===== config.mk =====
export PLATFORM = sky130hd
export DESIGN_NAME = lsa_unit
export DESIGN_NICKNAME = d
export VERILOG_FILES = /design/src/rtl/lsa_pkg.sv /design/src/rtl/lsa_rst_sync.sv /design/src/rtl/lsa_store_steer.sv /design/src/rtl/lsa_load_extract.sv /design/src/rtl/lsa_unit.sv
export SDC_FILE = /design/constraint.sdc
export NUM_CORES = 1
export LEC_CHECK = 0
export ABC_AREA = 0
export BUFFER_PORTS_ARGS = -buffer_cell sky130_fd_sc_hd__buf_2
export CAP_MARGIN = 10
export CORE_UTILIZATION = 37
export DETAILED_ROUTE_END_ITERATION = 7
export PLACE_DENSITY = 0.76
export SKIP_CTS_REPAIR_TIMING = 1
export SYNTH_ARGS = -nofsm -noshare
export SYNTH_HDL_FRONTEND = slang
export SYNTH_SLANG_ARGS = --single-unit

===== constraint.sdc =====
create_clock -name clk -period 2.9 [get_ports clk]
set_input_delay 0 -clock clk [delete_from_list [all_inputs] [get_ports clk]]
set_output_delay 0 -clock clk [all_outputs]
set_load 0.02 [all_outputs]

===== src/rtl/lsa_pkg.sv =====
package lsa_pkg;
  localparam int DW    = 32;
  localparam int NLANE = DW / 8;
  localparam int OFS_W = $clog2(NLANE);

  typedef enum logic [1:0] {
    SZ_BYTE = 2'd0,
    SZ_WORD = 2'd1,
    SZ_LONG = 2'd2
  } size_e;
endpackage


===== src/rtl/lsa_rst_sync.sv =====
module lsa_rst_sync #(
  parameter int STAGES = 2
) (
  input  logic clk,
  input  logic arst_n,
  output logic srst_n
);
  logic [STAGES-1:0] sync_q;

  always_ff @(posedge clk or negedge arst_n) begin
    if (!arst_n) sync_q <= '0;
    else         sync_q <= {sync_q[STAGES-2:0], 1'b1};
  end

  assign srst_n = sync_q[STAGES-1];
endmodule


===== src/rtl/lsa_store_steer.sv =====
module lsa_store_steer
  import lsa_pkg::*;
(
  input  size_e            size,
  input  logic [OFS_W-1:0] ofs,
  input  logic             le,
  input  logic [DW-1:0]    reg_data,
  output logic [NLANE-1:0] be,
  output logic [DW-1:0]    lane_data,
  output logic             misalign
);
  logic             is_byte, is_word, is_long;
  logic [OFS_W-1:0] blane;
  logic             upper;
  logic [NLANE-1:0] be_raw;

  always_comb begin
    is_byte  = (size == SZ_BYTE);
    is_word  = (size == SZ_WORD);
    is_long  = !is_byte && !is_word;
    blane    = le ? ofs : ~ofs;
    upper    = (ofs[OFS_W-1] == le);
    misalign = (is_word && ofs[0]) || (is_long && (ofs != '0));
  end

  for (genvar k = 0; k < NLANE; k++) begin : g_lane
    localparam logic [OFS_W-1:0] LANE_ID = OFS_W'(k);
    localparam bit               HI_HALF = (k >= NLANE / 2);
    assign be_raw[k] = is_long
                     | (is_word & (HI_HALF == upper))
                     | (is_byte & (blane == LANE_ID));
  end

  always_comb begin
    be = misalign ? '0 : be_raw;
    if (is_byte)      lane_data = {NLANE{reg_data[7:0]}};
    else if (is_word) lane_data = {2{reg_data[DW/2-1:0]}};
    else              lane_data = reg_data;
  end
endmodule


===== src/rtl/lsa_load_extract.sv =====
module lsa_load_extract
  import lsa_pkg::*;
(
  input  size_e            size,
  input  logic [OFS_W-1:0] ofs,
  input  logic             le,
  input  logic [DW-1:0]    rd_data,
  output logic [DW-1:0]    ld_data
);
  logic [7:0]       lane_b [NLANE];
  logic [OFS_W-1:0] blane;
  logic             upper;
  logic [7:0]       bsel;
  logic [DW/2-1:0]  hsel;

  for (genvar k = 0; k < NLANE; k++) begin : g_lane
    assign lane_b[k] = rd_data[8*k +: 8];
  end

  always_comb begin
    blane = le ? ofs : ~ofs;
    upper = (ofs[OFS_W-1] == le);
    bsel  = lane_b[blane];
    hsel  = upper ? rd_data[DW-1:DW/2] : rd_data[DW/2-1:0];
    case (size)
      SZ_BYTE: ld_data = {{(DW-8){bsel[7]}}, bsel};
      SZ_WORD: ld_data = {{(DW/2){hsel[DW/2-1]}}, hsel};
      default: ld_data = rd_data;
    endcase
  end
endmodule


===== src/rtl/lsa_unit.sv =====
module lsa_unit
  import lsa_pkg::*;
#(
  parameter int ADDR_W = 32
) (
  input  logic              clk,
  input  logic              rst_n,
  input  logic              endian_pin,
  input  logic              req_valid,
  input  logic              req_store,
  input  logic [1:0]        req_size,
  input  logic [ADDR_W-1:0] req_addr,
  input  logic [31:0]       req_wdata,
  output logic              bus_valid,
  output logic              bus_we,
  output logic [ADDR_W-1:0] bus_addr,
  output logic [3:0]        bus_be,
  output logic [31:0]       bus_wdata,
  output logic              addr_err,
  input  logic              rd_valid,
  input  logic [31:0]       rd_data,
  output logic              ld_valid,
  output logic [31:0]       ld_data
);
  logic             srst_n;
  logic             endian_le_q;
  size_e            size_in, size_q;
  logic [NLANE-1:0] be_c;
  logic [DW-1:0]    lane_c;
  logic             mis_c;
  logic             issue;
  logic             bus_valid_d, bus_valid_q;
  logic             err_d, err_q;
  logic [NLANE-1:0] be_d, be_q;
  logic             pend_d, pend_q;
  logic             we_q;
  logic [ADDR_W-1:0] addr_q;
  logic [DW-1:0]    wdata_q;

  lsa_rst_sync #(.STAGES(2)) i_rst_sync (
    .clk    (clk),
    .arst_n (rst_n),
    .srst_n (srst_n)
  );

  // Strap capture: enabled only while reset is held.
  always_ff @(posedge clk) begin
    if (!srst_n) endian_le_q <= endian_pin;
  end

  assign size_in = size_e'(req_size);

  lsa_store_steer i_steer (
    .size      (size_in),
    .ofs       (req_addr[OFS_W-1:0]),
    .le        (endian_le_q),
    .reg_data  (req_wdata),
    .be        (be_c),
    .lane_data (lane_c),
    .misalign  (mis_c)
  );

  always_comb begin
    issue       = req_valid && !mis_c;
    bus_valid_d = issue;
    err_d       = req_valid && mis_c;
    be_d        = issue ? be_c : '0;
    if (issue && !req_store) pend_d = 1'b1;
    else if (rd_valid)       pend_d = 1'b0;
    else                     pend_d = pend_q;
  end

  always_ff @(posedge clk or negedge srst_n) begin
    if (!srst_n) begin
      bus_valid_q <= 1'b0;
      err_q       <= 1'b0;
      be_q        <= '0;
      pend_q      <= 1'b0;
    end else begin
      bus_valid_q <= bus_valid_d;
      err_q       <= err_d;
      be_q        <= be_d;
      pend_q      <= pend_d;
    end
  end

  always_ff @(posedge clk) begin
    if (req_valid) begin
      we_q    <= req_store;
      addr_q  <= req_addr;
      wdata_q <= lane_c;
      size_q  <= size_in;
    end
  end

  lsa_load_extract i_extract (
    .size    (size_q),
    .ofs     (addr_q[OFS_W-1:0]),
    .le      (endian_le_q),
    .rd_data (rd_data),
    .ld_data (ld_data)
  );

  assign bus_valid = bus_valid_q;
  assign bus_we    = we_q;
  assign bus_addr  = addr_q;
  assign bus_be    = be_q;
  assign bus_wdata = wdata_q;
  assign addr_err  = err_q;
  assign ld_valid  = rd_valid && pend_q;
endmodule


# Word level (Yosys, flattened, before mapping)
# Index checks and enable logic that the tools add are counted.
# totals
regBits,77
latch_bits,0
ramBits,0
rom_bits,0
in_bits,104
memories,0
# classes
add_sub_neg,0
mul,0
div_mod_pow,0
magnitude_cmp,1
eq_ne,7
shifts,0
muxes,13
n_bitwise,16
reduce_logical,17
# ops
cell,n
32-bit two-way mux,2
32-bit case mux with 2 select lines,1
8-bit binary-select mux with 2-bit select,1
16-bit two-way mux,1
8-bit two-way mux,2
4-bit two-way mux,2
1-bit logical AND,7
1-bit bitwise AND,6
2-bit by 1-bit equality test with 1-bit output (second input constant),3
2-bit logical NOT,3
1-bit bitwise OR,6
2-bit equality test (second input constant),2
1-bit logical NOT,4
2-bit two-way mux,2
2-bit NOT,2
2-bit nonzero test,2
3-bit greater-or-equal comparator (second input constant),1
2-bit NOT with 3-bit output,1
1-bit equality test,2
1-bit two-way mux,2
1-bit logical OR,1
1-bit NOT,1

# Logic depth before layout (Yosys ltp)
# depth
word_depth,9
ltp_mapped,7
depth_no_buf,4

# Hierarchy
# A second synthesis with hierarchy kept.
# hier_totals
hier_cells,247
hier_area_um2,3628.5
# by_module_without_submodules
mod,instances,cells_per_inst,area_each_um2,seq_area_each_um2
lsa_unit,1,86,2288.4,2217.1
lsa_load_extract,1,82,654.4,0.0
lsa_store_steer,1,76,631.9,0.0
lsa_rst_sync,1,3,53.8,50.0

# Worst setup path after synthesis
# OpenSTA, ideal clock, no wires.
# synth_timing
path_kind,flip-flop to output port
startpoint,reg addr_q[1] (netlist: bus_addr[1])
endpoint,out ld_data[15]
t_arrival_ps,1749
required_ps,2900
path_slack_ps,1151
path_stages_with_launch,7
n_path_buf,2
path_cell_list,edfxtp_1 -> buf_2 -> xor2_1 -> and3_1 -> a311oi_4 -> buf_6 -> o21ai_1
# synth_between
elab_chain_len,7
word_cells_on_any_way,9
# synth_lines
element,line,rtl
from (decl),lsa_unit.sv:37,logic [ADDR_W-1:0] addr_q;
from (signal assigned),lsa_unit.sv:90,addr_q <= req_addr;
2-bit NOT,lsa_load_extract.sv:21,blane = le ? ofs : ~ofs;
2-bit two-way mux,lsa_load_extract.sv:21,
2-bit NOT with 3-bit output (implied by the code),lsa_load_extract.sv:23,bsel = lane_b[blane];
8-bit binary-select mux with 2-bit select,lsa_load_extract.sv:23,
8-bit two-way mux (implied by the code) (2 in series),lsa_load_extract.sv:23,
32-bit case mux with 2 select lines *,lsa_load_extract.sv:25,case (size)
to (decl),lsa_unit.sv:23,output logic [31:0] ld_data
# Mark *: on every way between the ends. The rest lies on a longest branch, timed or not. The select of a mux whose other input is x is not followed.

# Final worst setup path
# layout_timing
startpoint,reg addr_q[1] (netlist: bus_addr[1])
endpoint,out ld_data[26]
# Same word-level chain as after synthesis.

==> flow_metrics.tcl <==
set metrics [dict create \
    worst_r2r_path_depth 4 \
    die-width_um 99.4 \
    routed_via_density 5.05 \
    number_of_detailed_route_iterations_in_the_first_pass 4 \
    finClkSkew_ns 0.00292 \
    rrSetupSlack_ns 1.78 \
    die_area_um2 9890 \
    min_path_cells 1 \
    slew_violations 0 \
    syn-instance-count 263 \
    boundaryPins 208 \
    post-route-min-period_ns 2.58 \
    per_cell_routed_wire_length_um 17.2 \
    most_frequent_cells_in_the_layout "sky130_fd_sc_hd__buf_2, sky130_fd_sc_hd__dlygate4sd3_1, sky130_fd_sc_hd__edfxtp_1" \
    worstPathRequired_ns 2.90 \
    place.detailed.hpwl_um 6920 \
    synth_largest_type_area_fraction_pct 58.1 \
    peak_fanout_along_the_critical_path 17 \
    timing.rr.end "bus_be[1]$_DFF_PN0_" \
    gr-usage-all-layers_pct 18.3 \
    synth_simple_gate_area_share_pct 9.58 \
    synth_xor_xnor_area_share_pct 1.21 \
    finalSetupViolCount 0 \
    synth.lib_cells_used.distinct 37 \
    clkSinkCount 77 \
    fin_worst_hold_slack_ns 0.102 \
    post_route_cells_drive_above_1_share_pct 45.4 \
    drt_first_iter_violations 137 \
    compound_cell_area_share_of_the_yosys_netlist_pct 12.5 \
    synth_area_um2 3510 \
    synth_top_cells_by_area "sky130_fd_sc_hd__edfxtp_1, sky130_fd_sc_hd__dfrtp_1, sky130_fd_sc_hd__mux2_2" \
    maximum_level_of_the_cts_h_tree 3 \
    vdd_ir_drop_max_uv 502 \
    area_delta_synth_final_pct 58.3 \
    setup.worst_path.class "flop to output pin" \
    grt_antenna_before_repair 1 \
    die_extent_in_y_um 99.4 \
    power_density_nw_per_um2 538 \
    maxCapViolations 0 \
    adder_cell_area_share_of_the_yosys_netlist_pct 0 \
    period_share_pct 88.9 \
    p_leak_nw 2.49 \
    synth_fp_nets 367 \
    route.detailed.drc 0 \
    postRouteAntennaNets 0 \
    post-layout-total-power_w 0.00299 \
    grt_overflow_total 0 \
    run_status "completed" \
    numPortBuffers 207 \
    num_rows 35 \
    critPathLaunchType "flop" \
    synth.mux.area_fraction_pct 8.91 \
    timing_worst_slew_pin_value_ns 0.877 \
    initial_utilization_pct 38.2 \
    setup_repair_after_global_routing_missed_its_margin "no" \
    clock_tree.buffer_depth 2 \
    holdCritPathClass "input port to flop" \
    endpoints_failing_hold 0 \
    slew-limit-headroom_pct 41.3 \
    layout.cells.most_common "sky130_fd_sc_hd__buf_2" \
    cts.reportedPaths.clkPinSlew_ns 0.08 \
    synth_top_family_by_area "compound AO/OA/AOI/OAI gates" \
    synth_sequential_area_ratio_pct 64.6 \
    grt_first_pass_wirelength_um 13700 \
    setup-tns-final_ns 0 \
    coreArea_um2 9200 \
    cts_tree "yes" \
    routed_wirelength_um 11300 \
    clk_root_buffer_cell "sky130_fd_sc_hd__clkbuf_8" \
    final_nets 647 \
    yosys_register_bits 77 \
    cts_inserted_buffers 9 \
    worstReg2RegStart "endian_le_q$_DFFE_PN_" \
    worst_ep_arrival_time_ns 2.58 \
    timing.hold.worst_endpoint "size_q[0]$_DFFE_PP_" \
    setup.worst_path.end_class "output pin" \
    grt_pass1_vias 2871 \
    achievable_clock_frequency_mhz 388 \
    syn_area_per_cell_um2 13.4 \
    vias 3336 \
    synth-warning-count 0 \
    clock_latency_ns 0.35 \
    hp-start "req_size[0]" \
    place.gp.congestion 0.895 \
    yosys.area.top_type "sky130_fd_sc_hd__edfxtp_1" \
    grt_start_max_net_pins 31 \
]
## worst max-delay path by stage
stage / startpoint / endpoint / cells past startpoint
after floorplan: bus_addr[1]$_DFFE_PP_ / ld_data[15] / 6
after global placement: endian_le_q$_DFFE_PN_ / ld_data[25] / 5
after detailed placement: endian_le_q$_DFFE_PN_ / ld_data[25] / 5
after CTS: endian_le_q$_DFFE_PN_ / ld_data[25] / 5
after global routing: bus_addr[1]$_DFFE_PP_ / ld_data[27] / 5
final: bus_addr[1]$_DFFE_PP_ / ld_data[26] / 5
## worst max-delay path, cell delays in order, from the launching register on
cell and delay, ns:
sky130_fd_sc_hd__edfxtp_1 0.59, sky130_fd_sc_hd__xor2_1 0.32, sky130_fd_sc_hd__and3_1 0.30, sky130_fd_sc_hd__a311oi_4 0.62, sky130_fd_sc_hd__o21ai_0 0.19, sky130_fd_sc_hd__buf_2 0.20
## cell families (layout without fill, tap and decap cells)
logic type,after synthesis,after routing
flip-flops,77,77
AO/OA/AOI/OAI,64,64
multiplexers,28,28
XOR/XNOR,4,4
AND/OR/NAND/NOR,69,69
buffers and inverters,20,305
other,1,2
## synthesized netlist by cell type
cell type	instances
sky130_fd_sc_hd__a211o_1	1
sky130_fd_sc_hd__a32o_1	2
sky130_fd_sc_hd__a311oi_4	1
sky130_fd_sc_hd__o22ai_1	2
sky130_fd_sc_hd__clkbuf_1	6
sky130_fd_sc_hd__mux4_2	1
sky130_fd_sc_hd__a32oi_1	1
sky130_fd_sc_hd__conb_1	1
sky130_fd_sc_hd__edfxtp_1	68
sky130_fd_sc_hd__nor2_1	10
sky130_fd_sc_hd__buf_6	4
sky130_fd_sc_hd__nand4_1	3
sky130_fd_sc_hd__mux2i_1	11
sky130_fd_sc_hd__a22oi_1	8
sky130_fd_sc_hd__and3_1	1
sky130_fd_sc_hd__nand3_1	2
sky130_fd_sc_hd__inv_1	6
sky130_fd_sc_hd__buf_2	4
sky130_fd_sc_hd__dfrtp_1	9
sky130_fd_sc_hd__xnor2_2	1
sky130_fd_sc_hd__a21o_1	1
sky130_fd_sc_hd__nor3b_2	1
sky130_fd_sc_hd__o32ai_1	1
sky130_fd_sc_hd__nand3b_1	1
sky130_fd_sc_hd__and2_1	1
sky130_fd_sc_hd__nor3b_1	1
sky130_fd_sc_hd__xnor2_1	1
sky130_fd_sc_hd__nor2b_1	18
sky130_fd_sc_hd__nand2_1	30
sky130_fd_sc_hd__xor2_1	2
sky130_fd_sc_hd__o21ai_1	10
sky130_fd_sc_hd__nor3_1	1
sky130_fd_sc_hd__a21oi_1	10
sky130_fd_sc_hd__o21ai_0	20
sky130_fd_sc_hd__mux2_2	16
sky130_fd_sc_hd__a221o_1	6
sky130_fd_sc_hd__o2111ai_4	1
## layout make-up
type,instances,area (um^2)
Multi-Input combinational cell,166,1130
Tap cell,111,139
Inverter,6,22.5
Clock inverter,6,86.3
Clock buffer,10,128
Sequential cell,77,2270
Timing Repair Buffer,283,1780
Antenna cell,1,2.50
Fill cell,667,3640
## registers in the layout (all words and copies together) (netlist names)
register / flops
bus_wdata: 32
endian_le_q: 1
size_q: 2
pend_q: 1
i_rst_sync.sync_q: 2
bus_be: 4
bus_valid: 1
bus_addr: 32
bus_we: 1
addr_err: 1
## power by group
group          switching, W  internal [W]  total (W)
Sequential        0.0000420       0.00131    0.00135
Combinational      0.000439      0.000306   0.000745
Clock              0.000412      0.000486   0.000897
Total              0.000893       0.00210    0.00299
## routing by layer
layer	share of wire, %	global-route usage [%]	vias to the layer above
met4	2.9	7.92	0
met3	8.7	8.15	26
met1	36	17.9	1550
met5	0	0	-
met2	53	33.3	202
li1	-	-	1558
## metrics by stage
step                utilization [%]  worst slack [ns]  area, um^2  instances
floorplan                         -              1.15        3510        263
global placement               50.3             0.687        4630        571
detailed placement             50.3             0.561        4630        571
CTS                            52.7             0.168        4840        587
global route                   60.4             0.114        5560        660
finish                         60.4             0.323        5560        660
No activity file was read; power rests on OpenSTA's default activity.
